===== config.mk =====
export PLATFORM = sky130hd
export DESIGN_NAME = card_data_fifo
export DESIGN_NICKNAME = d
export VERILOG_FILES = /design/src/rtl/cdf_pkg.sv /design/src/rtl/cdf_ring.sv /design/src/rtl/cdf_events.sv /design/src/rtl/card_data_fifo.sv
export SDC_FILE = /design/constraint.sdc
export NUM_CORES = 1
export LEC_CHECK = 0
export ABC_AREA = 1
export BUFFER_PORTS_ARGS = -buffer_cell sky130_fd_sc_hd__buf_2
export CAP_MARGIN = 20
export CORE_AREA = 2 2 200 202
export CTS_CLUSTER_SIZE = 40
export DETAILED_ROUTE_END_ITERATION = 8
export DIE_AREA = 0 0 202 204
export PLACE_DENSITY = 0.79
export SYNTH_ARGS = -nofsm -noshare
export SYNTH_HDL_FRONTEND = slang
export SYNTH_SLANG_ARGS = --single-unit
export TNS_END_PERCENT = 100

===== constraint.sdc =====
create_clock -name clk -period 4.6 [get_ports clk]
set_input_delay 1.15 -clock clk [delete_from_list [all_inputs] [get_ports clk]]
set_output_delay 1.15 -clock clk [all_outputs]
set_load 0.03 [all_outputs]

===== src/rtl/cdf_pkg.sv =====
package cdf_pkg;
    localparam int MARK_W = 8;
    localparam int BURST_W = 3;

    localparam logic [2:0] ADR_CTRL   = 3'd0;
    localparam logic [2:0] ADR_THRESH = 3'd1;
    localparam logic [2:0] ADR_STATUS = 3'd2;
    localparam logic [2:0] ADR_RAWINT = 3'd3;
    localparam logic [2:0] ADR_DATA   = 3'd4;

    localparam int TX_LSB    = 0;
    localparam int RX_LSB    = 16;
    localparam int BURST_LSB = 28;
    localparam int CNT_LSB   = 16;

    // raw interrupt bit positions
    localparam int EV_RX  = 0;
    localparam int EV_TX  = 1;
    localparam int EV_OVR = 2;
    localparam int EV_UND = 3;
    localparam int EV_N   = 4;
endpackage


===== src/rtl/cdf_ring.sv =====
module cdf_ring #(
    parameter int DATA_W = 32,
    parameter int DEPTH  = 16,
    localparam int PTR_W = $clog2(DEPTH),
    localparam int CNT_W = $clog2(DEPTH + 1)
) (
    input  logic              clk,
    input  logic              rst_n,
    input  logic              flush,
    input  logic              push,
    input  logic [DATA_W-1:0] push_data,
    input  logic              pop,
    output logic [DATA_W-1:0] head,
    output logic [CNT_W-1:0]  count,
    output logic              empty,
    output logic              full,
    output logic              push_drop,
    output logic              pop_drop
);
    typedef struct packed {
        logic [PTR_W-1:0] wr;
        logic [PTR_W-1:0] rd;
        logic [CNT_W-1:0] cnt;
    } ring_t;

    ring_t s_q, s_d;
    logic [DATA_W-1:0] mem_q [DEPTH];
    logic push_ok, pop_ok;

    assign empty     = (s_q.cnt == '0);
    assign full      = (s_q.cnt == CNT_W'(DEPTH));
    assign push_ok   = push && !full && !flush;
    assign pop_ok    = pop && !empty && !flush;
    assign push_drop = push && full && !flush;
    assign pop_drop  = pop && empty && !flush;
    assign head      = empty ? '0 : mem_q[s_q.rd];
    assign count     = s_q.cnt;

    always_comb begin
        s_d = s_q;
        if (flush) begin
            s_d = '0;
        end else begin
            if (push_ok) s_d.wr = s_q.wr + 1'b1;
            if (pop_ok)  s_d.rd = s_q.rd + 1'b1;
            s_d.cnt = s_q.cnt + CNT_W'(push_ok) - CNT_W'(pop_ok);
        end
    end

    always_ff @(posedge clk or negedge rst_n) begin
        if (!rst_n) s_q <= '0;
        else        s_q <= s_d;
    end

    always_ff @(posedge clk) begin
        if (push_ok) mem_q[s_q.wr] <= push_data;
    end


    count_bound_chk: assert property (@(posedge clk) disable iff (!rst_n)
        s_q.cnt <= CNT_W'(DEPTH));


    full_hold_chk: assert property (@(posedge clk) disable iff (!rst_n)
        (push && full && !pop && !flush) |=> $stable(s_q.cnt));


    empty_hold_chk: assert property (@(posedge clk) disable iff (!rst_n)
        (pop && empty && !push && !flush) |=> (s_q.cnt == '0));
endmodule


===== src/rtl/cdf_events.sv =====
module cdf_events
    import cdf_pkg::*;
#(
    parameter int CNT_W = 5
) (
    input  logic              clk,
    input  logic              rst_n,
    input  logic [CNT_W-1:0]  count,
    input  logic [MARK_W-1:0] rx_mark,
    input  logic [MARK_W-1:0] tx_mark,
    input  logic              push_drop,
    input  logic              pop_drop,
    input  logic [EV_N-1:0]   clr,
    output logic [EV_N-1:0]   raw
);
    typedef struct packed {
        logic [EV_N-1:0] raw;
    } ev_t;

    ev_t s_q, s_d;
    logic [MARK_W-1:0] lvl;
    logic [EV_N-1:0] set;

    assign lvl = MARK_W'(count);

    always_comb begin
        set          = '0;
        set[EV_RX]   = lvl > rx_mark;
        set[EV_TX]   = lvl <= tx_mark;
        set[EV_OVR]  = push_drop;
        set[EV_UND]  = pop_drop;
        s_d.raw      = (s_q.raw & ~clr) | set;
    end

    always_ff @(posedge clk or negedge rst_n) begin
        if (!rst_n) s_q <= '0;
        else        s_q <= s_d;
    end

    assign raw = s_q.raw;


    overrun_flag_chk: assert property (@(posedge clk) disable iff (!rst_n)
        push_drop |=> raw[EV_OVR]);


    underrun_flag_chk: assert property (@(posedge clk) disable iff (!rst_n)
        pop_drop |=> raw[EV_UND]);


    sticky_chk: assert property (@(posedge clk) disable iff (!rst_n)
        (raw[EV_RX] && !clr[EV_RX]) |=> raw[EV_RX]);
endmodule


===== src/rtl/card_data_fifo.sv =====
module card_data_fifo
    import cdf_pkg::*;
#(
    parameter int DATA_W = 32,
    parameter int DEPTH  = 16
) (
    input  logic              clk,
    input  logic              rst_n,
    input  logic              reg_wr,
    input  logic              reg_rd,
    input  logic [2:0]        reg_addr,
    input  logic [DATA_W-1:0] reg_wdata,
    output logic [DATA_W-1:0] reg_rdata,
    input  logic              card_push,
    input  logic [DATA_W-1:0] card_wdata,
    input  logic              card_pop,
    output logic [DATA_W-1:0] card_rdata,
    output logic              irq_rx_ready,
    output logic              irq_tx_ready
);
    localparam int CNT_W = $clog2(DEPTH + 1);

    typedef struct packed {
        logic               flush;
        logic [BURST_W-1:0] burst;
        logic [MARK_W-1:0]  rx_mark;
        logic [MARK_W-1:0]  tx_mark;
    } ctl_t;

    ctl_t c_q, c_d;
    logic host_push, host_pop, push, pop;
    logic [DATA_W-1:0] push_data, head;
    logic [CNT_W-1:0] count;
    logic empty, full, push_drop, pop_drop;
    logic [EV_N-1:0] clr, raw;

    assign host_push = reg_wr && (reg_addr == ADR_DATA);
    assign host_pop  = reg_rd && (reg_addr == ADR_DATA);
    assign push      = host_push || card_push;
    assign pop       = host_pop || card_pop;
    assign push_data = host_push ? reg_wdata : card_wdata;
    assign clr       = (reg_wr && reg_addr == ADR_RAWINT) ? reg_wdata[EV_N-1:0] : '0;

    always_comb begin
        c_d = c_q;
        c_d.flush = 1'b0;
        if (reg_wr && reg_addr == ADR_CTRL && reg_wdata[0]) c_d.flush = 1'b1;
        if (reg_wr && reg_addr == ADR_THRESH) begin
            c_d.burst   = reg_wdata[BURST_LSB +: BURST_W];
            c_d.rx_mark = reg_wdata[RX_LSB +: MARK_W];
            c_d.tx_mark = reg_wdata[TX_LSB +: MARK_W];
        end
    end

    always_ff @(posedge clk or negedge rst_n) begin
        if (!rst_n) begin
            c_q         <= '0;
            c_q.rx_mark <= MARK_W'(DEPTH - 1);
        end else begin
            c_q <= c_d;
        end
    end

    cdf_ring #(.DATA_W(DATA_W), .DEPTH(DEPTH)) u_ring (
        .clk(clk), .rst_n(rst_n), .flush(c_q.flush),
        .push(push), .push_data(push_data), .pop(pop),
        .head(head), .count(count), .empty(empty), .full(full),
        .push_drop(push_drop), .pop_drop(pop_drop)
    );

    cdf_events #(.CNT_W(CNT_W)) u_events (
        .clk(clk), .rst_n(rst_n), .count(count),
        .rx_mark(c_q.rx_mark), .tx_mark(c_q.tx_mark),
        .push_drop(push_drop), .pop_drop(pop_drop),
        .clr(clr), .raw(raw)
    );

    always_comb begin
        reg_rdata = '0;
        case (reg_addr)
            ADR_CTRL:   reg_rdata[0] = c_q.flush;
            ADR_THRESH: begin
                reg_rdata[BURST_LSB +: BURST_W] = c_q.burst;
                reg_rdata[RX_LSB +: MARK_W]     = c_q.rx_mark;
                reg_rdata[TX_LSB +: MARK_W]     = c_q.tx_mark;
            end
            ADR_STATUS: begin
                reg_rdata[0]               = empty;
                reg_rdata[1]               = full;
                reg_rdata[CNT_LSB +: CNT_W] = count;
            end
            ADR_RAWINT: reg_rdata[EV_N-1:0] = raw;
            ADR_DATA:   reg_rdata = head;
            default:    reg_rdata = '0;
        endcase
    end

    assign card_rdata   = head;
    assign irq_rx_ready = raw[EV_RX];
    assign irq_tx_ready = raw[EV_TX];


    flush_self_clear_chk: assert property (@(posedge clk) disable iff (!rst_n)
        c_q.flush |=> !c_q.flush);


    flush_empties_chk: assert property (@(posedge clk) disable iff (!rst_n)
        c_q.flush |=> empty);
endmodule


==> results of run 1 <==
stage by stage:
stage | util | setup slack, ps | cell area (um2) | power, uW
floorplan | - | 61.1 | 23600 | 10600
detailed placement | 0.636 | 961 | 24900 | 12400
global placement | 0.636 | 980 | 24900 | 12200
global route | 0.678 | 332 | 26500 | 17300
CTS | 0.678 | 523 | 26500 | 16500
finish | 0.678 | 413 | 26500 | 16500
registers in the layout, summed over array words and instances (netlist names):
name and count:
c_q 20, u_events.raw 4, u_ring.count 5, u_ring.mem_q 512
u_ring.s_q 8
layer usage:
metal,wire (um),GRT usage,vias to the layer above
li1,-,-,7646
met1,22300,0.376,8083
met2,29000,0.489,1019
met3,5930,0.0453,183
met4,2360,0.129,0
met5,0,0,-
placed cells by master, fill, tap and decap left out, types with 26 or more instances in the layout:
cell,n
nand2_1,785
edfxtp_1,512
nand3_1,413
buf_2,138
inv_1,75
buf_4,59
o21ai_0,55
clkbuf_16,53
dfrtp_1,30
nor2_1,29
a21oi_1,26
worst min-delay path by stage:
stage	start	to	slack [ps]	depth (start not counted)
after global placement	c_q[18]	c_q[18]	470	2
after detailed placement	c_q[16]	c_q[16]	480	2
after global routing	c_q[10]	c_q[10]	520	2
after floorplan	c_q[12]	c_q[12]	450	2
final	c_q[16]	c_q[16]	490	2
after CTS	c_q[16]	c_q[16]	490	2
logic make-up after synthesis:
| kind of cell | after synthesis |
|---|---|
| simple gates | 1258 |
| mux | 13 |
| fa+ha+maj | 22 |
| flops | 549 |
| compound gates | 91 |
| xor+xnor | 3 |
| buf+inv | 208 |
cell type report:
| cell class | instances | area, um2 |
|---|---|---|
| multi-input combinational | 1387 | 6320 |
| sequential | 549 | 16300 |
| timing repair buffer | 206 | 1310 |
| fill | 2705 | 12600 |
| inverter | 82 | 315 |
| clock buffer | 66 | 1380 |
| tap | 525 | 657 |
| clock inverter | 27 | 256 |
worst max-delay path: cells and delay by family, from the launching register on:
kind | cells | cell delay [ps]
AND/OR/NAND/NOR | 5 | 590
buffers and inverters | 2 | 810
AO/OA/AOI/OAI | 1 | 370
flip-flops | 1 | 460
power groups by stage:
stage	combinational (uW)	clock [uW]	sequential, uW
final	6150	4160	6240
after CTS	6100	4180	6230
after floorplan	4330	0	6300
after global placement	5940	0	6310
after detailed placement	6040	0	6330
after global routing	6730	4350	6280
==> results.md, run 1 <==
* Worst-path fanout max at just under 200
* Synth Area in XOR/XNOR at 0.00111
* DR WL/cell at approximately 21 um
* Fmax achieved at 0.239 GHz
* Synth Warn # at 0
* GRT overflow at 0
* Worst Skew at 30.3 ps
* Critical path's most frequent cell: nand2_1
* Seq pwr share at 0.377
* Vias per cell at approximately 6.0
* Post-Synth Adder-Cell Area at 0.0120
* First-pass detailed-route iteration total at 5
* Most frequent cell after synthesis: nand2_1
* Top Ports at around 140
* Leak at between 0.01 and 0.015 uW
* Setup Viol. Count Final at 0
* Data required time of the worst path at 3450 ps
* Worst path cell trace: buf_12 > nand2_1 > nand3_1 > nand3_1 > nand2_1 > nand2_1 > a21oi_1 > buf_2
* Async set-reset flop share out of synthesis at 0.0674
* Cell Area, Synth at around 24000 um2
* Placer Congestion at about 0.94
* DRT iter0 DRCs at around 1.9k
* CTS H-tree depth at 2
* Largest family of logic cells by synthesized area: simple AND/OR/NAND/NOR gates
* Status: finished, final reports clean
* DRT Wirelength at between 50 and 60 mm
* Crit path DAT at about 3000 ps
* Post-synth EDFFs at between 500 and 600
* Final hold slack at slightly below 500 ps
* Dpl hpwl at approximately 33 mm
* Worst-path clk slew at ~60 ps
* Crit path largest cell delay at 530 ps
* Register area share after synthesis at 0.691
* Initial antenna violation count at 0
* Comb power frac at 0.372
* Post-DRT Antenna Nets at 0
* Area leader, netlist: edfxtp_1
* Die height at ~200 um
* Slew Limit Fails at 0
* Area Growth Syn to Fin at 12.5%
* RSZ-0062 raised after global routing: false
* Multiplexer area fraction after synthesis at 0.00620
* # Post-CTS Setup Buffers at 0
* Post-CTS Hold Buffers at 0
* Syn_area_per_cell at around 11 um2
* CTS max path bufs at 3
* Setup TNS at 0 ps
* Initial Utilization at 0.602
* Critical R2R Launch: u_ring.count[2]
* Pwr Density at between 600 and 700 nW/um2
* R2R depth at 15
* Cell Rows at 73
* Library cells used by synthesis at 36
* Share of cells above drive strength 1 at 0.140
* Internal Power at between 10000 and 15000 uW
* Post-cts resize count at 0
* Syn nets at 2239
* Relative slew slack at 0.292
* Clock sinks at 549
* Max cap viols at 0
* RR Endpoint: u_ring.count[4]
* Drt drc at 0
* Clock power frac at 0.251
* Largest net degree at the start of global routing at ~200
* Placed cell count at ~2.7k
* Dominant synthesized flop cell: edfxtp_1
* Die area at ~41000 um2
* Finished Layout Cells at ~2.8k
* Synth top area share at 0.652
* Post-synth top cells: nand2_1 (785), edfxtp_1 (512), nand3_1 (413), inv_1 (76), buf_2 (66)
* First-pass GRT wire length at roughly 91 mm
* Period utilisation layout at 0.910
* Hold Crit Class: flop to flop
* Synth top area cells: edfxtp_1 (65%), nand2_1 (12%), nand3_1 (8.8%)
* # diodes at 0
* Sw frac at 0.389
* Vias at around 17k
* Worst slew pin tran at 1060 ps
* Setup crit start kind: flop
* Final hold violation count at 0
* Global-route usage over all layers at 0.290
* Synthesized flop and latch total at about 550
* Core footprint at slightly below 40000 um2
* Critical path class: flop to output pin
* Skew-Pair Late Insertion Delay at a little under 600 ps
* Net Switching at approximately 6400 uW
* Die width at about 200 um
* Slowest-stage cell, CP: buf_12
* Number of global-route vias before repair at 16.6k
* CTS tree: built
* Number of CTS-inserted buffers at 52
* CTS root buf: clkbuf_16
* Synth Area in Compound Gates at 0.0202
* Crit path from: u_ring.s_q[5]
* Worst setup EP type: output pin
* Final Critical Period at approximately 4200 ps
* Reg2Reg Setup Slack at 1540 ps
* Worst VDD drop at between 0.6 and 0.7 mV
* Final nets at approximately 2.4k
* Port Buffers at around 140
* Synth Area in Simple Gates at 0.224
* Crit path capture: card_rdata[4]
* Cells after Synth at between 2k and 2.5k
Power figures use the tool's default switching activity.
==> run 2, diff against run 1 <==
--- a/config.mk
+++ b/config.mk
@@ -7,12 +7,11 @@
 export LEC_CHECK = 0
 export ABC_AREA = 1
 export BUFFER_PORTS_ARGS = -buffer_cell sky130_fd_sc_hd__buf_2
-export CAP_MARGIN = 20
 export CORE_AREA = 2 2 200 202
 export CTS_CLUSTER_SIZE = 40
 export DETAILED_ROUTE_END_ITERATION = 8
 export DIE_AREA = 0 0 202 204
-export PLACE_DENSITY = 0.79
+export PLACE_DENSITY = 0.75
 export SYNTH_ARGS = -nofsm -noshare
 export SYNTH_HDL_FRONTEND = slang
 export SYNTH_SLANG_ARGS = --single-unit
==> run 2 against run 1 <==
Hold slack better by 7.0 ps. Die area stayed put. Total power is 4.3% higher. First-iteration DRC count is 0.67% higher. Clock power is 15% higher. Via count is 0.34% higher. Non-clock buffer count is 3 higher. Flip-flop and latch count stayed put. Global-route usage is 0.95 points higher. Combinational power is 0.7% lower. Critical path depth is 1 higher. Setup slack worse by 270 ps. Largest power group unchanged. Highest routed layer unchanged.
==> results.md, run 2 (synthesis results as in run 1) <==
* Status: finished, final reports clean
* R2R depth at 15 (unchanged)
* Pwr Density at 642 nW/um2 (+3.0%)
* Fmax achieved at 0.224 GHz (-6.1%)
* Initial Utilization at 0.602 (unchanged)
* Most flops, register: u_ring.mem_q
* CTS H-tree depth at 2 (unchanged)
* Finished Layout Cells at 2852 (+0.35%)
* Cell Rows at 73 (unchanged)
* Hold Path Sink: c_q[16]
* Final hold slack at 495 ps (+6.95 ps)
* Slowest-stage cell, CP: dfrtp_4
* WP depth at 9 (+1)
* Worst VDD drop at 0.573 mV (-16%)
* First-pass detailed-route iteration total at 8 (+3)
* Die area at 41200 um2 (unchanged)
* DR WL/cell at 21.6 um (+2.7%)
* Clock sinks at 549 (unchanged)
* RR Endpoint: u_ring.count[4]
* Critical path's most frequent cell: nand2_1
* Final nets at 2378 (+0.21%)
* # diodes at 0 (unchanged)
* Worst path cell trace: inv_6 > buf_12 > nand2_1 > nand3_1 > nand3_1 > nand2_1 > nand2_1 > a21oi_1 > buf_2
* Period utilisation layout at 0.969 (+0.0588)
* Final hold violation count at 0 (unchanged)
* Final Cell Area at 26900 um2 (+1.3%)
* Die height at 204 um (unchanged)
* Dpl hpwl at 35.2 mm (+6.2%)
* Placer Congestion at 0.909 (-3.3%)
* FILL cells at 2734 (+1.1%)
* Leak at 0.0107 uW (+1.4%)
* Slew Limit Fails at 0 (unchanged)
* Largest net degree at the start of global routing at 142 (-29%)
* Worst slew pin tran at 1050 ps (-7.37 ps)
* Top Ports at 139 (unchanged)
* Crit path largest cell delay at 710 ps (+180 ps)
* Placed cell count at 2752 (+0.11%)
* DRT iter0 DRCs at 1953 (+0.67%)
* Setup Viol. Count Final at 0 (unchanged)
* Post-DRT Antenna Nets at 0 (unchanged)
* RSZ-0062 raised after global routing: false
* Post-CTS Hold Buffers at 0 (unchanged)
* CP bufs+invs at 3 (+1)
* Data required time of the worst path at 3450 ps (about the same)
* First-pass GRT wire length at 93.5 mm (+2.5%)
* Reg2Reg Setup Slack at 1550 ps (about the same)
* Area post-placement at 25000 um2 (+0.14%)
* Vias per cell at 5.96 (about the same)
* Hold Crit Class: flop to flop
* Number of global-route vias before repair at 16.5k (-0.49%)
* Critical path class: flop to output pin
* Core footprint at 39200 um2 (unchanged)
* Drt drc at 0 (unchanged)
* Crit path DAT at 3310 ps (+270 ps)
* Reg area at 16300 um2 (unchanged)
* GRT overflow at 0 (unchanged)
* Share of cells above drive strength 1 at 0.145 (+0.00542)
* Max FFs per register at 512 (unchanged)
* Setup TNS at 0 ps (unchanged)
* Skew-Pair Late Insertion Delay at 620 ps (+30 ps)
* Initial antenna violation count at 0 (unchanged)
* Max cap viols at 0 (unchanged)
* Multi-input gate area at 6320 um2 (unchanged)
* Family with the most delay on the worst path: buffers and inverters
* Post-cts resize count at 0 (unchanged)
* Die width at 202 um (unchanged)
* Leading cell type in the layout, fill and taps excluded: nand2_1
* Critical R2R Launch: u_ring.count[2]
* # Post-CTS Setup Buffers at 0 (unchanged)
* Leading cell types in the layout, fill and taps excluded: nand2_1 (785), edfxtp_1 (512), nand3_1 (413)
* DP Worst Slack at 859 ps (-102 ps)
* Number of CTS-inserted buffers at 54 (+3.8%)
* Hold path depth at 2 (unchanged)
* Worst Skew at 23.4 ps (-6.99 ps)
* DRT Wirelength at 61.5 mm (+3.1%)
* Worst setup EP type: output pin
* CTS root buf: clkbuf_16
* Top Registers: u_ring.mem_q x512, c_q x20, u_ring.s_q x8
* CTS max path bufs at 3 (unchanged)
* Final Critical Period at 4460 ps (+270 ps)
* PnR worst setup slack at 143 ps (-270 ps)
* Port Buffers at 138 (unchanged)
* Hold Path Origin: c_q[16]
* Worst-path clk slew at 60 ps (about the same)
* Relative slew slack at 0.296 (+0.00321)
* Global-route usage over all layers at 0.300 (+0.00946)
* Setup crit start kind: flop
* Worst-path fanout max at 89 (-55%)
* Vias at 17.0k (+0.34%)
* CTS tree: built
* Area Growth Syn to Fin at 13.9%
-- run 2: layout make-up --
type	instances	share of cell area
Sequential cell	549	0.607
Multi-Input combinational cell	1387	0.235
Clock buffer	69	0.0531
Timing Repair Buffer	209	0.0502
Tap cell	525	0.0244
Clock inverter	31	0.0187
Inverter	82	0.0117
-- run 2: metrics by stage --
stage	util	total power, uW
finish	0.686	17300
global route	0.686	18000
floorplan	-	10600
CTS	0.686	17200
detailed placement	0.637	12400
global placement	0.637	12300
-- run 2: worst max path at each step --
stage                          end  slack (ps)          start
2_1_floorplan   u_ring.mem_q[1][0]          60    reg_addr[1]
3_5_place_dp   u_ring.mem_q[12][7]         860    reg_addr[1]
5_1_grt               reg_rdata[5]           5  u_ring.s_q[5]
3_3_place_gp         reg_rdata[16]         910  u_ring.s_q[5]
4_1_cts               reg_rdata[5]         180  u_ring.s_q[5]
6_report            card_rdata[17]         140  u_ring.s_q[5]
-- run 2: report_power, final --
group | total [uW] | leakage, uW | internal, uW | switching, uW
registers | 6350 | 0.00507 | 6050 | 304
logic | 6110 | 0.00469 | 1680 | 4420
clock network | 4800 | 0.000935 | 2890 | 1910
total | 17300 | 0.0107 | 10600 | 6640
-- run 2: layer usage --
metal,up-vias,track usage,wire length (um)
met1,8176,0.394,23500
met3,172,0.0576,5730
met5,-,0,0
li1,7658,-,-
met4,0,0.123,2250
met2,982,0.496,30000
-- run 2: worst register-to-register path, cell delays in order, from the launching register on --
cell and delay [ps]:
dfrtp_1 410, inv_1 100, ha_1 240, nand4_1 110, buf_4 480, nand3_1 140, inv_1 110, ha_1 130
inv_1 40, ha_1 220, fa_1 430, nand2_1 70, nand2_1 50, a21oi_1 180, xor2_1 160, nor2_1 50
==> run 3, diff against run 2 <==
==> constraint.sdc (replaced) <==
create_clock -name clk -period 4.6 [get_ports clk]
set_input_delay 1.38 -clock clk [delete_from_list [all_inputs] [get_ports clk]]
set_output_delay 1.38 -clock clk [all_outputs]
set_load 0.03 [all_outputs]
==> run 3 against run 2 <==
Cell count is 0.28% lower. Total power is 4.2% lower. Combinational power hardly changed. Highest routed layer unchanged. Setup slack better by 1.6 ps. Die area stayed put. Maximum frequency hardly changed. Largest power group unchanged. Utilization is 0.75 points lower. Sequential power is 0.8% lower. Flip-flop and latch count stayed put. Count of clock-buffer cells in the layout is 5 lower.
==> results.md, run 3 (synthesis results as in run 1) <==
* Status: finished, final reports clean
* Die area at 41200 um2 (unchanged)
* Dpl hpwl at 33.8 mm (-4.0%)
* Placer Congestion at 0.940 (+3.3%)
* Reg2Reg Setup Slack at 1580 ps (+30 ps)
* Worst VDD drop at 0.803 mV (+40%)
* Hold Path Origin: c_q[16]
* Setup TNS at 0 ps (unchanged)
* CTS root buf: clkbuf_16
* Placed cell count at 2752 (unchanged)
* FILL cells at 2820 (+3.1%)
* Fmax achieved at 0.224 GHz (about the same)
* Max cap viols at 0 (unchanged)
* DRT Wirelength at 58.9 mm (-4.3%)
* Crit path DAT at 3080 ps (-230 ps)
* Number of CTS-inserted buffers at 53 (-1.9%)
* Hold Path Sink: c_q[16]
* Skew-Pair Late Insertion Delay at 610 ps (about the same)
* Worst-path clk slew at 60 ps (about the same)
* Post-CTS Hold Buffers at 0 (unchanged)
* Final nets at 2377 (-0.042%)
* CTS max path bufs at 3 (unchanged)
* Setup crit start kind: flop
* Slew Limit Fails at 0 (unchanged)
* # Post-CTS Setup Buffers at 0 (unchanged)
* Relative slew slack at 0.293 (-0.00290)
* Top Registers: u_ring.mem_q x512, c_q x20, u_ring.s_q x8
* Area Growth Syn to Fin at 12.7%
* Initial Utilization at 0.602 (unchanged)
* Area post-placement at 24900 um2 (about the same)
* Worst-path fanout max at 85 (-4.5%)
* Finished Layout Cells at 2844 (-0.28%)
* Worst setup EP type: output pin
* Internal Power at 10100 uW (-5.1%)
* Net Switching at 6460 uW (-2.8%)
* Cell Rows at 73 (unchanged)
* Core footprint at 39200 um2 (unchanged)
* Initial antenna violation count at 0 (unchanged)
* Final hold violation count at 0 (unchanged)
* Worst slew pin tran at 1060 ps (+4.34 ps)
* DRT iter0 DRCs at 1767 (-9.5%)
* Most flops, register: u_ring.mem_q
* Worst path cell trace: inv_6 > buf_16 > nand2_1 > nand3_1 > nand3_1 > nand2_1 > nand2_1 > nand2_1 > nand3_1 > nand2_1 > buf_2
* Clock sinks at 549 (unchanged)
* PnR worst setup slack at 144 ps (+1.58 ps)
* Pwr Density at 622 nW/um2 (-3.2%)
* First-pass GRT wire length at 89.7 mm (-4.1%)
* Drt drc at 0 (unchanged)
* Critical path's most frequent cell: nand2_1
* Hold path depth at 2 (unchanged)
* RSZ-0062 raised after global routing: false
* Max FFs per register at 512 (unchanged)
* GRT overflow at 0 (unchanged)
* Largest net degree at the start of global routing at 154 (+8.5%)
* First-pass detailed-route iteration total at 5 (-3)
* Vias at 16.5k (-2.6%)
* Seq pwr share at 0.381 (+0.013)
* R2R depth at 15 (unchanged)
* Port Buffers at 138 (unchanged)
* Critical R2R Launch: u_ring.count[2]
* Vias per cell at 5.82 (-2.3%)
* Crit path largest cell delay at 650 ps (-60 ps)
* Sw frac at 0.391 (+0.00582)
* Hold Crit Class: flop to flop
* # diodes at 0 (unchanged)
* Share of cells above drive strength 1 at 0.143 (-0.00209)
* Final Critical Period at 4460 ps (-1.58 ps)
* Leading cell types in the layout, fill and taps excluded: nand2_1 (785), edfxtp_1 (512), nand3_1 (413)
* Leading cell type in the layout, fill and taps excluded: nand2_1
* Worst Skew at 13.6 ps (-9.76 ps)
* Number of global-route vias before repair at 16.1k (-2.9%)
* Setup Viol. Count Final at 0 (unchanged)
* CTS H-tree depth at 2 (unchanged)
* Die height at 204 um (unchanged)
* Clock power frac at 0.250 (-0.028)
* Slowest-stage cell, CP: dfrtp_4
* Post-DRT Antenna Nets at 0 (unchanged)
* Die width at 202 um (unchanged)
* Final Cell Area at 26600 um2 (-1.1%)
* Leak at 0.0106 uW (-1.2%)
* Critical path class: flop to output pin
* DR WL/cell at 20.7 um (-4.0%)
* Period utilisation layout at 0.969 (about the same)
* RR Endpoint: u_ring.count[4]
* Top Ports at 139 (unchanged)
* Post-cts resize count at 0 (unchanged)
* Data required time of the worst path at 3220 ps (-230 ps)
* Comb power frac at 0.369 (+0.015)
* DP Worst Slack at 585 ps (-274 ps)
* CTS tree: built
* Global-route usage over all layers at 0.287 (-0.0122)
==> run 3: layer usage <==
layer  up-vias  track usage  wire length (um)
met5         -            0                 0
met4         0        0.118              1920
met3       120       0.0510              5470
met2       839        0.476             28700
met1      7928        0.381             22700
li1       7658            -                 -
==> run 3: metrics by stage <==
| stage | utilization | power [uW] | hold slack, ps |
|---|---|---|---|
| after detailed placement | 0.636 | 12400 | 474 |
| after global placement | 0.636 | 12300 | 471 |
| final | 0.679 | 16500 | 485 |
| after global routing | 0.679 | 17400 | 536 |
| after floorplan | - | 10600 | 453 |
| after CTS | 0.678 | 16500 | 489 |
==> run 3: area by class of cell <==
cell class | count | area (um2) | area share
Inverter | 82 | 315 | 0.0119
Tap cell | 525 | 657 | 0.0247
Clock inverter | 28 | 236 | 0.00889
Multi-Input combinational cell | 1387 | 6320 | 0.238
Sequential cell | 549 | 16300 | 0.614
Timing Repair Buffer | 209 | 1340 | 0.0502
Clock buffer | 64 | 1410 | 0.0530
==> run 3: worst max path at each step <==
stage | start | endpoint | slack (ps) | cells past startpoint
after floorplan | reg_addr[1] | u_ring.mem_q[1][0] | -170 | 9
after global placement | reg_addr[2] | reg_rdata[2] | 630 | 7
after detailed placement | reg_addr[2] | reg_rdata[1] | 590 | 7
after CTS | u_ring.s_q[5] | reg_rdata[27] | 110 | 11
after global routing | u_ring.s_q[5] | reg_rdata[3] | 20 | 11
final | u_ring.s_q[5] | reg_rdata[3] | 140 | 11
==> run 3: power groups by stage <==
stage	Combinational, uW	Sequential, uW	Clock [uW]
2_1_floorplan	4330	6300	0
3_3_place_gp	5920	6370	0
3_5_place_dp	6040	6390	0
4_1_cts	6070	6290	4160
5_1_grt	6670	6330	4360
6_report	6100	6300	4130
==> run 3: worst max-delay path, delay by kind of cell (launching register included) <==
kind	cells	cell delay, ps
buf+inv	3	920
simple gates	8	850
flops	1	650
